`config.mk`:
```
export PLATFORM = sky130hd
export DESIGN_NAME = gpio_split_regs
export DESIGN_NICKNAME = d
export VERILOG_FILES = /design/src/rtl/gpio_split_pkg.sv /design/src/rtl/gpio_masked_half.sv /design/src/rtl/gpio_split_ctrl.sv /design/src/rtl/gpio_split_dp.sv /design/src/rtl/gpio_split_regs.sv
export SDC_FILE = /design/constraint.sdc
export NUM_CORES = 1
export LEC_CHECK = 0
export ABC_AREA = 1
export CAP_MARGIN = 10
export CORE_UTILIZATION = 30
export CTS_BUF_LIST = sky130_fd_sc_hd__clkbuf_4 sky130_fd_sc_hd__clkbuf_8
export CTS_CLUSTER_DIAMETER = 50
export DETAILED_ROUTE_END_ITERATION = 8
export PLACE_DENSITY = 0.5
export RECOVER_POWER = 100
export SYNTH_ARGS = -nofsm -noshare
export SYNTH_HDL_FRONTEND = slang
export SYNTH_SLANG_ARGS = --single-unit
```
`constraint.sdc`:
```
create_clock -name clk -period 0.8 [get_ports clk]
set_input_delay 0.12 -clock clk [delete_from_list [all_inputs] [get_ports clk]]
set_output_delay 0.12 -clock clk [all_outputs]
set_load 0.02 [all_outputs]
```
`src/rtl/gpio_split_pkg.sv`:
```
package gpio_split_pkg;
  localparam int BUS_W  = 32;
  localparam int HALF_W = BUS_W / 2;
  localparam int ADDR_W = 8;

  localparam logic [ADDR_W-1:0] OFS_OUT_LO = 8'h00;
  localparam logic [ADDR_W-1:0] OFS_OUT_HI = 8'h04;
  localparam logic [ADDR_W-1:0] OFS_DIR_LO = 8'h08;
  localparam logic [ADDR_W-1:0] OFS_DIR_HI = 8'h0C;
  localparam logic [ADDR_W-1:0] OFS_LEVEL  = 8'h70;
  localparam logic [ADDR_W-1:0] OFS_IDENT  = 8'h78;

  localparam logic [BUS_W-1:0] IDENT_WORD = 32'h01000C2B;

  typedef enum logic [2:0] {
    RD_NONE,
    RD_OUT_LO,
    RD_OUT_HI,
    RD_DIR_LO,
    RD_DIR_HI,
    RD_LEVEL,
    RD_IDENT
  } rdSel_e;

  typedef struct packed {
    logic   wrOutLo;
    logic   wrOutHi;
    logic   wrDirLo;
    logic   wrDirHi;
    rdSel_e rdSel;
  } strobes_t;
endpackage

```
`src/rtl/gpio_masked_half.sv`:
```
module gpio_masked_half
  import gpio_split_pkg::*;
(
  input  logic              clk,
  input  logic              rst_n,
  input  logic              wrEn,
  input  logic [BUS_W-1:0]  wrWord,
  output logic [HALF_W-1:0] q
);
  logic [HALF_W-1:0] bitEn;
  logic [HALF_W-1:0] bitVal;

  assign bitEn  = wrWord[BUS_W-1:HALF_W];
  assign bitVal = wrWord[HALF_W-1:0];

  always_ff @(posedge clk or negedge rst_n) begin
    if (!rst_n) begin
      q <= '0;
    end else if (wrEn) begin
      q <= (q & ~bitEn) | (bitVal & bitEn);
    end
  end


  masked_keep_chk: assert property (@(posedge clk) disable iff (!rst_n)
    wrEn |=> (((q ^ $past(q)) & ~$past(bitEn)) == '0));


  idle_hold_chk: assert property (@(posedge clk) disable iff (!rst_n)
    !wrEn |=> $stable(q));
endmodule

```
`src/rtl/gpio_split_ctrl.sv`:
```
module gpio_split_ctrl
  import gpio_split_pkg::*;
(
  input  logic              clk,
  input  logic              rst_n,
  input  logic [ADDR_W-1:0] busAddr,
  input  logic              busWe,
  output strobes_t          stb
);
  always_comb begin
    stb = '{wrOutLo: 1'b0, wrOutHi: 1'b0, wrDirLo: 1'b0, wrDirHi: 1'b0,
            rdSel: RD_NONE};
    unique case (busAddr)
      OFS_OUT_LO: begin stb.wrOutLo = busWe; stb.rdSel = RD_OUT_LO; end
      OFS_OUT_HI: begin stb.wrOutHi = busWe; stb.rdSel = RD_OUT_HI; end
      OFS_DIR_LO: begin stb.wrDirLo = busWe; stb.rdSel = RD_DIR_LO; end
      OFS_DIR_HI: begin stb.wrDirHi = busWe; stb.rdSel = RD_DIR_HI; end
      OFS_LEVEL:  stb.rdSel = RD_LEVEL;
      OFS_IDENT:  stb.rdSel = RD_IDENT;
      default:    stb.rdSel = RD_NONE;
    endcase
  end


  single_write_chk: assert property (@(posedge clk) disable iff (!rst_n)
    $onehot0({stb.wrOutLo, stb.wrOutHi, stb.wrDirLo, stb.wrDirHi}));


  no_write_idle_chk: assert property (@(posedge clk) disable iff (!rst_n)
    !busWe |-> !(stb.wrOutLo | stb.wrOutHi | stb.wrDirLo | stb.wrDirHi));
endmodule

```
`src/rtl/gpio_split_dp.sv`:
```
module gpio_split_dp
  import gpio_split_pkg::*;
#(
  parameter int SYNC_STAGES = 2
) (
  input  logic             clk,
  input  logic             rst_n,
  input  strobes_t         stb,
  input  logic [BUS_W-1:0] busWdata,
  input  logic [BUS_W-1:0] pinIn,
  output logic [BUS_W-1:0] busRdata,
  output logic [BUS_W-1:0] pinOut,
  output logic [BUS_W-1:0] pinOe
);
  localparam int HALVES = BUS_W / HALF_W;

  logic [HALVES-1:0] outWr;
  logic [HALVES-1:0] dirWr;
  logic [BUS_W-1:0]  syncQ [SYNC_STAGES];
  logic [BUS_W-1:0]  rdNext;

  assign outWr = {stb.wrOutHi, stb.wrOutLo};
  assign dirWr = {stb.wrDirHi, stb.wrDirLo};

  for (genvar h = 0; h < HALVES; h++) begin : g_half
    gpio_masked_half u_out (
      .clk    (clk),
      .rst_n  (rst_n),
      .wrEn   (outWr[h]),
      .wrWord (busWdata),
      .q      (pinOut[h*HALF_W +: HALF_W])
    );
    gpio_masked_half u_dir (
      .clk    (clk),
      .rst_n  (rst_n),
      .wrEn   (dirWr[h]),
      .wrWord (busWdata),
      .q      (pinOe[h*HALF_W +: HALF_W])
    );
  end

  for (genvar s = 0; s < SYNC_STAGES; s++) begin : g_sync
    always_ff @(posedge clk or negedge rst_n) begin
      if (!rst_n) begin
        syncQ[s] <= '0;
      end else if (s == 0) begin
        syncQ[s] <= pinIn;
      end else begin
        syncQ[s] <= syncQ[(s == 0) ? 0 : s-1];
      end
    end
  end

  always_comb begin
    unique case (stb.rdSel)
      RD_OUT_LO: rdNext = {{HALF_W{1'b0}}, pinOut[HALF_W-1:0]};
      RD_OUT_HI: rdNext = {{HALF_W{1'b0}}, pinOut[BUS_W-1:HALF_W]};
      RD_DIR_LO: rdNext = {{HALF_W{1'b0}}, pinOe[HALF_W-1:0]};
      RD_DIR_HI: rdNext = {{HALF_W{1'b0}}, pinOe[BUS_W-1:HALF_W]};
      RD_LEVEL:  rdNext = syncQ[SYNC_STAGES-1];
      RD_IDENT:  rdNext = IDENT_WORD;
      default:   rdNext = '0;
    endcase
  end

  always_ff @(posedge clk or negedge rst_n) begin
    if (!rst_n) begin
      busRdata <= '0;
    end else begin
      busRdata <= rdNext;
    end
  end


  dir_hi_read_chk: assert property (@(posedge clk) disable iff (!rst_n)
    (stb.rdSel == RD_DIR_HI) |=> (busRdata == {{HALF_W{1'b0}}, $past(pinOe[BUS_W-1:HALF_W])}));


  out_lo_read_chk: assert property (@(posedge clk) disable iff (!rst_n)
    (stb.rdSel == RD_OUT_LO) |=> (busRdata == {{HALF_W{1'b0}}, $past(pinOut[HALF_W-1:0])}));


  ident_read_chk: assert property (@(posedge clk) disable iff (!rst_n)
    (stb.rdSel == RD_IDENT) |=> (busRdata == IDENT_WORD));


  unmapped_read_chk: assert property (@(posedge clk) disable iff (!rst_n)
    (stb.rdSel == RD_NONE) |=> (busRdata == '0));
endmodule

```
`src/rtl/gpio_split_regs.sv`:
```
module gpio_split_regs
  import gpio_split_pkg::*;
#(
  parameter int SYNC_STAGES = 2
) (
  input  logic              clk,
  input  logic              rst_n,
  input  logic [ADDR_W-1:0] busAddr,
  input  logic              busWe,
  input  logic [BUS_W-1:0]  busWdata,
  output logic [BUS_W-1:0]  busRdata,
  input  logic [BUS_W-1:0]  pinIn,
  output logic [BUS_W-1:0]  pinOut,
  output logic [BUS_W-1:0]  pinOe
);
  strobes_t stb;

  gpio_split_ctrl u_ctrl (
    .clk     (clk),
    .rst_n   (rst_n),
    .busAddr (busAddr),
    .busWe   (busWe),
    .stb     (stb)
  );

  gpio_split_dp #(.SYNC_STAGES(SYNC_STAGES)) u_dp (
    .clk      (clk),
    .rst_n    (rst_n),
    .stb      (stb),
    .busWdata (busWdata),
    .pinIn    (pinIn),
    .busRdata (busRdata),
    .pinOut   (pinOut),
    .pinOe    (pinOe)
  );
endmodule

```
* Yosys cells after proc, flatten, opt, wreduce, memory -nomap -nowiden
Cells that the tools add are included.
Cells by class: equality and inequality tests 11, multiplexer cells 6, bitwise logic cells 10, reductions and logical operators 1
Operator list (count):
- 32-bit one-hot mux with 6 select lines | 1
- 16-bit AND | 5
- 16-bit OR | 4
- 3-bit one-hot mux with 6 select lines | 1
- 8-bit by 4-bit equality test with 1-bit output, second input constant | 2
- 8-bit by 7-bit equality test with 1-bit output, second input constant | 2
- 16-bit NOT | 1
- 3-bit equality test, second input constant | 3
- 8-bit by 3-bit equality test with 1-bit output, second input constant | 1
- 8-bit zero test | 1
- 3-bit by 2-bit equality test with 1-bit output, second input constant | 2
- 1-bit 2-to-1 mux | 4
- 3-bit by 1-bit equality test with 1-bit output, second input constant | 1
Storage, ports and cells: register bits after elaboration 160, input port bits 75, output and inout port bits 96, word-level logic and storage cells 35

* Depth between registers and ports, before layout
Gate-level depths: netlist (run 1).
word-level depth 4, mapped depth 9, gate-level depth less buffers 8

* Hierarchy
From an unflattened synthesis (run 1), not the netlist that was laid out.
Second synthesis, totals: cells, all modules 705, area total of the unflattened synthesis 6510.0 um^2
By module, submodules not included:
- gpio_split_dp | instances 1, cells an instance 333, area each 3559.7 um^2, sequential area each 2402.3 um^2
- gpio_masked_half | instances 4, cells an instance 83, area each 694.4 um^2, sequential area each 400.4 um^2
- gpio_split_ctrl | instances 1, cells an instance 40, area each 172.7 um^2, sequential area each 0.0 um^2

* Worst setup path before layout (run 1)
No wires, ideal clock.
kind input-to-reg, from in busAddr[1], to reg with a tool-made name, arrival time 984 ps, required time 683 ps, slack -301 ps, cell stages on the path 9, buffers on the path 1, cell sequence inv_1 -> nand2_2 -> nor2_2 -> nand2_2 -> nor2_4 -> buf_6 -> nand2_1 -> nand2_1 -> nand2_1
RTL lines:
- start, declared | line gpio_split_regs.sv:8 | input logic [ADDR_W-1:0] busAddr,

==> key figures, run 1 <==
Status
  – Status: finished with violations
  – Failing checks: negative setup slack

Critical path
  – CP Max Fanout: 2
  – Worst path most repeated cell: buf_6
  – CP endpoint kind: output port
  – R2r endpoint: u_dp.busRdata[2]$_DFF_PN0_
  – Reg2Reg Depth: 6
  – Buf+Inv Stages, Crit Path: 2
  – Worst path slowest cell: dfrtp_1
  – Crit-path cells: buf_6 > buf_6
  – Reg2Reg Setup Slack: -0.21 ns
  – CP delay by family, top: flip-flops
  – Critical Path RT: 0.68 ns
  – CP Class: flop to output port
  – CP Data Arrival Time: 1.09 ns
  – CP Launch Type: flop
  – Slowest stage delay, CP: 0.40 ns

Synth
  – Mapped Area: 6350 um^2
  – Mean Syn Cell Area: 9.28 um^2
  – Sequential share of the synthesized area: 0.631
  – Yosys reg bits: 160
  – Post-Syn Instances: 684
  – Synth cell types: 22
  – Net Count, Synth: 759
  – Synth warn: 0

Clock network
  – CTS max path bufs: 2
  – H-tree levels: 4
  – Clk sinks: 160
  – Clock-pin slew on the worst setup and hold paths: 0.10 ns
  – Num CTS Buffers: 17
  – Clk Latency, worst-skew pair: 0.45 ns
  – TritonCTS clock tree: done
  – CTS root buf: clkbuf_8

GRT
  – Global Route Usage Sum: 0.208
  – First-pass GRT wire length: 34.3 mm
  – Initial antenna violation count: 1
  – Vias in the first global route: 6,297
  – Total gr overflow: 0
  – Largest net degree at the start of global routing: 43

Power
  – PwrDens: 1490 nW/um^2
  – Sw Share: 0.253
  – Peak supply drop: 1.04 mV
  – Sw Pwr: 0.00431 W
  – Clock share of power: 0.387
  – Sequential Power Share: 0.497
  – Design Power: 0.0170 W
  – Pint: 0.0127 W
  – LEAKAGE: 5.55 nW
  – Part of the power in combinational logic: 0.115

Placed design
  – PortBufs: 170
  – Area after DPL: 9480 um^2
  – Worst slack, placed: -0.944 ns
  – DP HPWL: 14.0 mm
  – RePlAce Congestion: 0.868

Floorplanning
  – Die height: 147 um
  – IO Pins: 171
  – Total Die Area: 21,700 um^2
  – CORE AREA: 20,500 um^2
  – Die span in x: 147 um
  – Starting Density: 0.310
  – Row count: 52

Layout
  – P&R area growth vs syn: 80.2%
  – Final net count: 1,080
  – Utilization after layout: 0.558
  – Most common cell after layout, fill and taps aside: dfrtp_1
  – Layout cells sized above 1: 0.471
  – Commonest cells after routing, fill and taps aside: 159 x dfrtp_1, 148 x nand2_1, 144 x buf_6
  – Finished Cell Area: 11,400 um^2

Timing
  – Max_slew headroom: 0.510
  – Unrepaired setup endpoints after global routing: yes
  – Highest clock rate: 825 MHz
  – Max Slew Vio Count: 0
  – Endpoints failing setup: 322
  – Setup ws final: -0.412 ns
  – Tmin final: 1.21 ns
  – Hold Vio Cnt, Final: 0
  – Pin slew with the least headroom to its limit: 0.735 ns
  – Final period util: 1.51
  – Clock skew: 0.0137 ns

Hold path
  – Hold_sp: busWe
  – Hold Path Cell Cnt: 4
  – Worst hold-check path type: input pin to flop

Routing
  – DRT Pass-1 Iters: 5
  – Detail Route Antenna Nets: 0
  – Residual DRC: 0
  – Drt total wl: 23.3 mm
  – DR vias/cell: 4.74
  – DR WL/cell: 18.1 um
  – Initial drt markers: 356
  – Via count: 6,102

Flow run
  – MaxCap Viol Count: 0
## per-layer routing
layer  part of all wire  wire length (um)  vias up  GRT usage
li1                   -                 -     2839          -
met2               0.49             11400      219      0.346
met1               0.43              9910     2997      0.269
met3              0.053              1240       47     0.0389
met5                  0                 0        -          0
met4              0.031               712        0     0.0814
## repair_timing
item,4_1_cts,5_1_grt
setup buffers,45,30
gates resized for setup,674,161
endpoints found under the hold margin,160,0
endpoints found under the setup margin,192,175
pin swaps,45,85
gates cloned,7,6
hold buffers,1,0
## power groups by stage
stage	logic (W)	registers (W)	clock network (W)
detailed placement	0.00168	0.00860	0
global route	0.00211	0.00849	0.00711
floorplan	0.000313	0.00870	0
CTS	0.00187	0.00846	0.00673
finish	0.00197	0.00846	0.00660
global placement	0.00166	0.00860	0
## cell type report
cell class	count	area [um^2]
clock inverters	12	184
fillers	1791	9060
inverters	63	259
multi-input cells	436	2860
well taps	270	338
diodes	1	2.50
flip-flops and latches	160	4010
clock buffers	18	248
repair buffers	327	3540
## cell families after synthesis
| logic type | Yosys count | share of synthesized area |
|---|---|---|
| AOI/OAI and AO/OA | 16 | 0.0126 |
| buffers and inverters | 90 | 0.0601 |
| DFF | 160 | 0.631 |
| and+or+nand+nor | 418 | 0.296 |
## worst min-delay path, stage by stage
cell and delay [ns]:
buf_4 0.14, buf_12 0.20, nand4_1 0.12, nand2_1 0.05
## stage by stage
step	hold WS, ns	TNS (ns)	instances
2_1_floorplan	-0.176	-16.40	684
3_3_place_gp	0.0162	-104.28	1209
3_5_place_dp	0.0198	-106.46	1209
4_1_cts	0.0701	-35.22	1273
5_1_grt	0.173	-67.12	1287
6_report	0.209	-48.55	1287
## cells in the mapped netlist, drive strengths merged
cell type	number	area share
o21ai	16	0.013
clkbuf	7	0.0041
inv	62	0.037
nor2	59	0.041
nand3	105	0.084
nand4	32	0.032
nor3	2	0.0051
dfrtp	160	0.63
buf	20	0.019
nand2	216	0.13
nor3b	4	0.0047
clkinv	1	0.00079
## worst max path at each step
stage                endpoint  slack [ns]  cells after the start
floorplan                flop       -0.25                      9
global placement         flop       -0.91                     10
detailed placement       flop       -0.94                     10
CTS                 pinOe[25]       -0.44                      2
global route        pinOe[25]       -0.47                      2
finish              pinOe[25]       -0.41                      2
Power figures use the tool's default switching activity.
==> run 2: changes to the inputs <==
--- a/config.mk
+++ b/config.mk
@@ -11,6 +11,7 @@
 export CTS_BUF_LIST = sky130_fd_sc_hd__clkbuf_4 sky130_fd_sc_hd__clkbuf_8
 export CTS_CLUSTER_DIAMETER = 50
 export DETAILED_ROUTE_END_ITERATION = 8
+export HOLD_SLACK_MARGIN = 0.05
 export PLACE_DENSITY = 0.5
 export RECOVER_POWER = 100
 export SYNTH_ARGS = -nofsm -noshare
==> results of run 2 <==
Final layout, timing and power as in run 1 (identical DEF).
==> run 3: changes to the inputs <==
--- a/config.mk
+++ b/config.mk
@@ -11,6 +11,7 @@
 export CTS_BUF_LIST = sky130_fd_sc_hd__clkbuf_4 sky130_fd_sc_hd__clkbuf_8
 export CTS_CLUSTER_DIAMETER = 50
 export DETAILED_ROUTE_END_ITERATION = 8
+export GPL_ROUTABILITY_DRIVEN = 0
 export HOLD_SLACK_MARGIN = 0.05
 export PLACE_DENSITY = 0.5
 export RECOVER_POWER = 100
==> constraint.sdc (replaced) <==
create_clock -name clk -period 0.8 [get_ports clk]
set_input_delay 0.12 -clock clk [delete_from_list [all_inputs] [get_ports clk]]
set_output_delay 0.12 -clock clk [all_outputs]
set_load 0.05 [all_outputs]
==> key figures, run 3 (synthesis gave the netlist of run 1 again) <==
Status
  – Status: finished with violations
  – Failing checks: negative setup slack

Layout
  – Area occupied by multi-input gates: 2460 um^2
  – Commonest cells after routing, fill and taps aside: 157 x nand2_1, 112 x buf_12, 110 x dfrtp_1
  – Fillers: 1,720
  – Layout cells sized above 1: 0.471
  – Register area: 4070 um^2
  – Most common cell after layout, fill and taps aside: nand2_1
  – Final net count: 1,080
  – Fin cells: 1,289
  – P&R area growth vs syn: 89.0%

Routing
  – Drt total wl: 21.5 mm
  – Initial drt markers: 362
  – Residual DRC: 0
  – DR WL/cell: 16.7 um
  – Detail Route Antenna Nets: 0
  – Via count: 5,981
  – DRT Pass-1 Iters: 5
  – DR vias/cell: 4.64

Floorplanning
  – Total Die Area: 21,700 um^2
  – Starting Density: 0.310
  – IO Pins: 171
  – Die height: 147 um
  – Die span in x: 147 um
  – CORE AREA: 20,500 um^2
  – Row count: 52

GRT
  – Largest net degree at the start of global routing: 48
  – First-pass GRT wire length: 32.5 mm
  – Initial antenna violation count: 1
  – Vias in the first global route: 5,984
  – Global Route Usage Sum: 0.199
  – Total gr overflow: 0

Clock network
  – CTS max path bufs: 2
  – H-tree levels: 4
  – Clock-pin slew on the worst setup and hold paths: 0.09 ns
  – CTS root buf: clkbuf_8
  – Clk Latency, worst-skew pair: 0.46 ns
  – Clk sinks: 160
  – Num CTS Buffers: 17
  – TritonCTS clock tree: done

Power
  – Sequential Power Share: 0.499
  – Sw Share: 0.275
  – LEAKAGE: 5.63 nW
  – Peak supply drop: 1.03 mV
  – Clock share of power: 0.368
  – Part of the power in combinational logic: 0.133
  – Pint: 0.0124 W
  – PwrDens: 1420 nW/um^2
  – Sw Pwr: 0.00468 W

Timing
  – Endpoints failing setup: 309
  – Final period util: 1.60
  – Clock skew: 0.0142 ns
  – Setup ws final: -0.483 ns
  – Tmin final: 1.28 ns
  – Unrepaired setup endpoints after global routing: yes
  – Pin slew with the least headroom to its limit: 0.675 ns
  – Max Slew Vio Count: 0
  – Worst hold margin: 0.187 ns
  – Max_slew headroom: 0.550
  – Highest clock rate: 779 MHz
  – Hold Vio Cnt, Final: 0

Critical path
  – CP Max Fanout: 3
  – CP Class: flop to output port
  – CP endpoint kind: output port
  – CP Data Arrival Time: 1.16 ns
  – CP Launch Type: flop
  – Critical Path RT: 0.68 ns

Placed design
  – DP HPWL: 14.2 mm
  – PortBufs: 170
  – Placed Cells: 1,172

Hold path
  – Worst hold-check path type: input pin to flop
  – Hold_sp: busWe

Flow run
  – MaxCap Viol Count: 0
run 3: changes by cell type in the layout (fill, tap and decap cells not counted), sizes merged:
cell	previous run	this run
bufinv	4	2
clkinv	5	3
clkbuf	22	24
inv	64	69
nand2	218	216
clkinvlp	2	3
run 3: timing repair:
item / 4_1_cts / 5_1_grt
resized for setup: 145 / 87
hold buffers: 1 / 0
endpoints found under the setup margin: 192 / 171
pin swaps: 27 / 38
gates cloned: 4 / 4
setup buffers: 62 / 26
endpoints found under the hold margin: 160 / 0
run 3: path summary, 6_finish.rpt:
path,endpoint,slack [ns],cells after the start
setup / recovery,pinOe[6],-0.48,2
hold / removal,flop,0.19,4
setup reg to reg,u_dp.busRdata[1]$_DFF_PN0_,-0.22,6
hold reg to reg,u_dp.syncQ[27]$_DFF_PN0_,0.35,0
max in group asynchronous,u_dp.syncQ[29]$_DFF_PN0_,-0.11,3
min in group asynchronous,u_dp.syncQ[33]$_DFF_PN0_,0.22,2
run 3: worst max-delay path, stage by stage, from the launching register on:
cell and delay (ns):
dfrtp_2 0.45, buf_12 0.13, buf_12 0.13
run 3: power by group through the flow:
stage                     clock network (W)  logic (W)  registers (W)
after floorplan                           0   0.000312        0.00892
after global placement                    0    0.00199        0.00865
after detailed placement                  0    0.00201        0.00866
after CTS                           0.00647    0.00224        0.00849
after global routing                0.00678    0.00241        0.00852
final                               0.00627    0.00227        0.00850
run 3: routing by layer:
layer,track usage,vias to the layer above,wire (um)
li1,-,2833,-
met3,0.0389,40,1310
met2,0.332,209,10800
met4,0.0758,0,600
met1,0.255,2899,8830
met5,0,-,0
run 3: cell type report:
class / instances / area share
Timing Repair Buffer: 329 / 0.371
Sequential cell: 160 / 0.339
Multi-Input combinational cell: 434 / 0.206
Tap cell: 270 / 0.0282
Inverter: 63 / 0.0214
Clock buffer: 18 / 0.0201
Clock inverter: 14 / 0.0144
Antenna cell: 1 / 0.000209
run 3: metrics by stage:
stage | setup TNS [ns] | instance area (um^2) | worst slack [ns] | utilization | power, W
floorplan | -16.56 | 6740 | -0.262 | - | 0.00923
global placement | -78.67 | 10200 | -0.895 | 0.499 | 0.0106
detailed placement | -81.54 | 10200 | -0.949 | 0.499 | 0.0107
CTS | -42.87 | 11600 | -0.521 | 0.566 | 0.0172
global route | -72.05 | 12000 | -0.534 | 0.585 | 0.0177
finish | -50.79 | 12000 | -0.483 | 0.585 | 0.0170
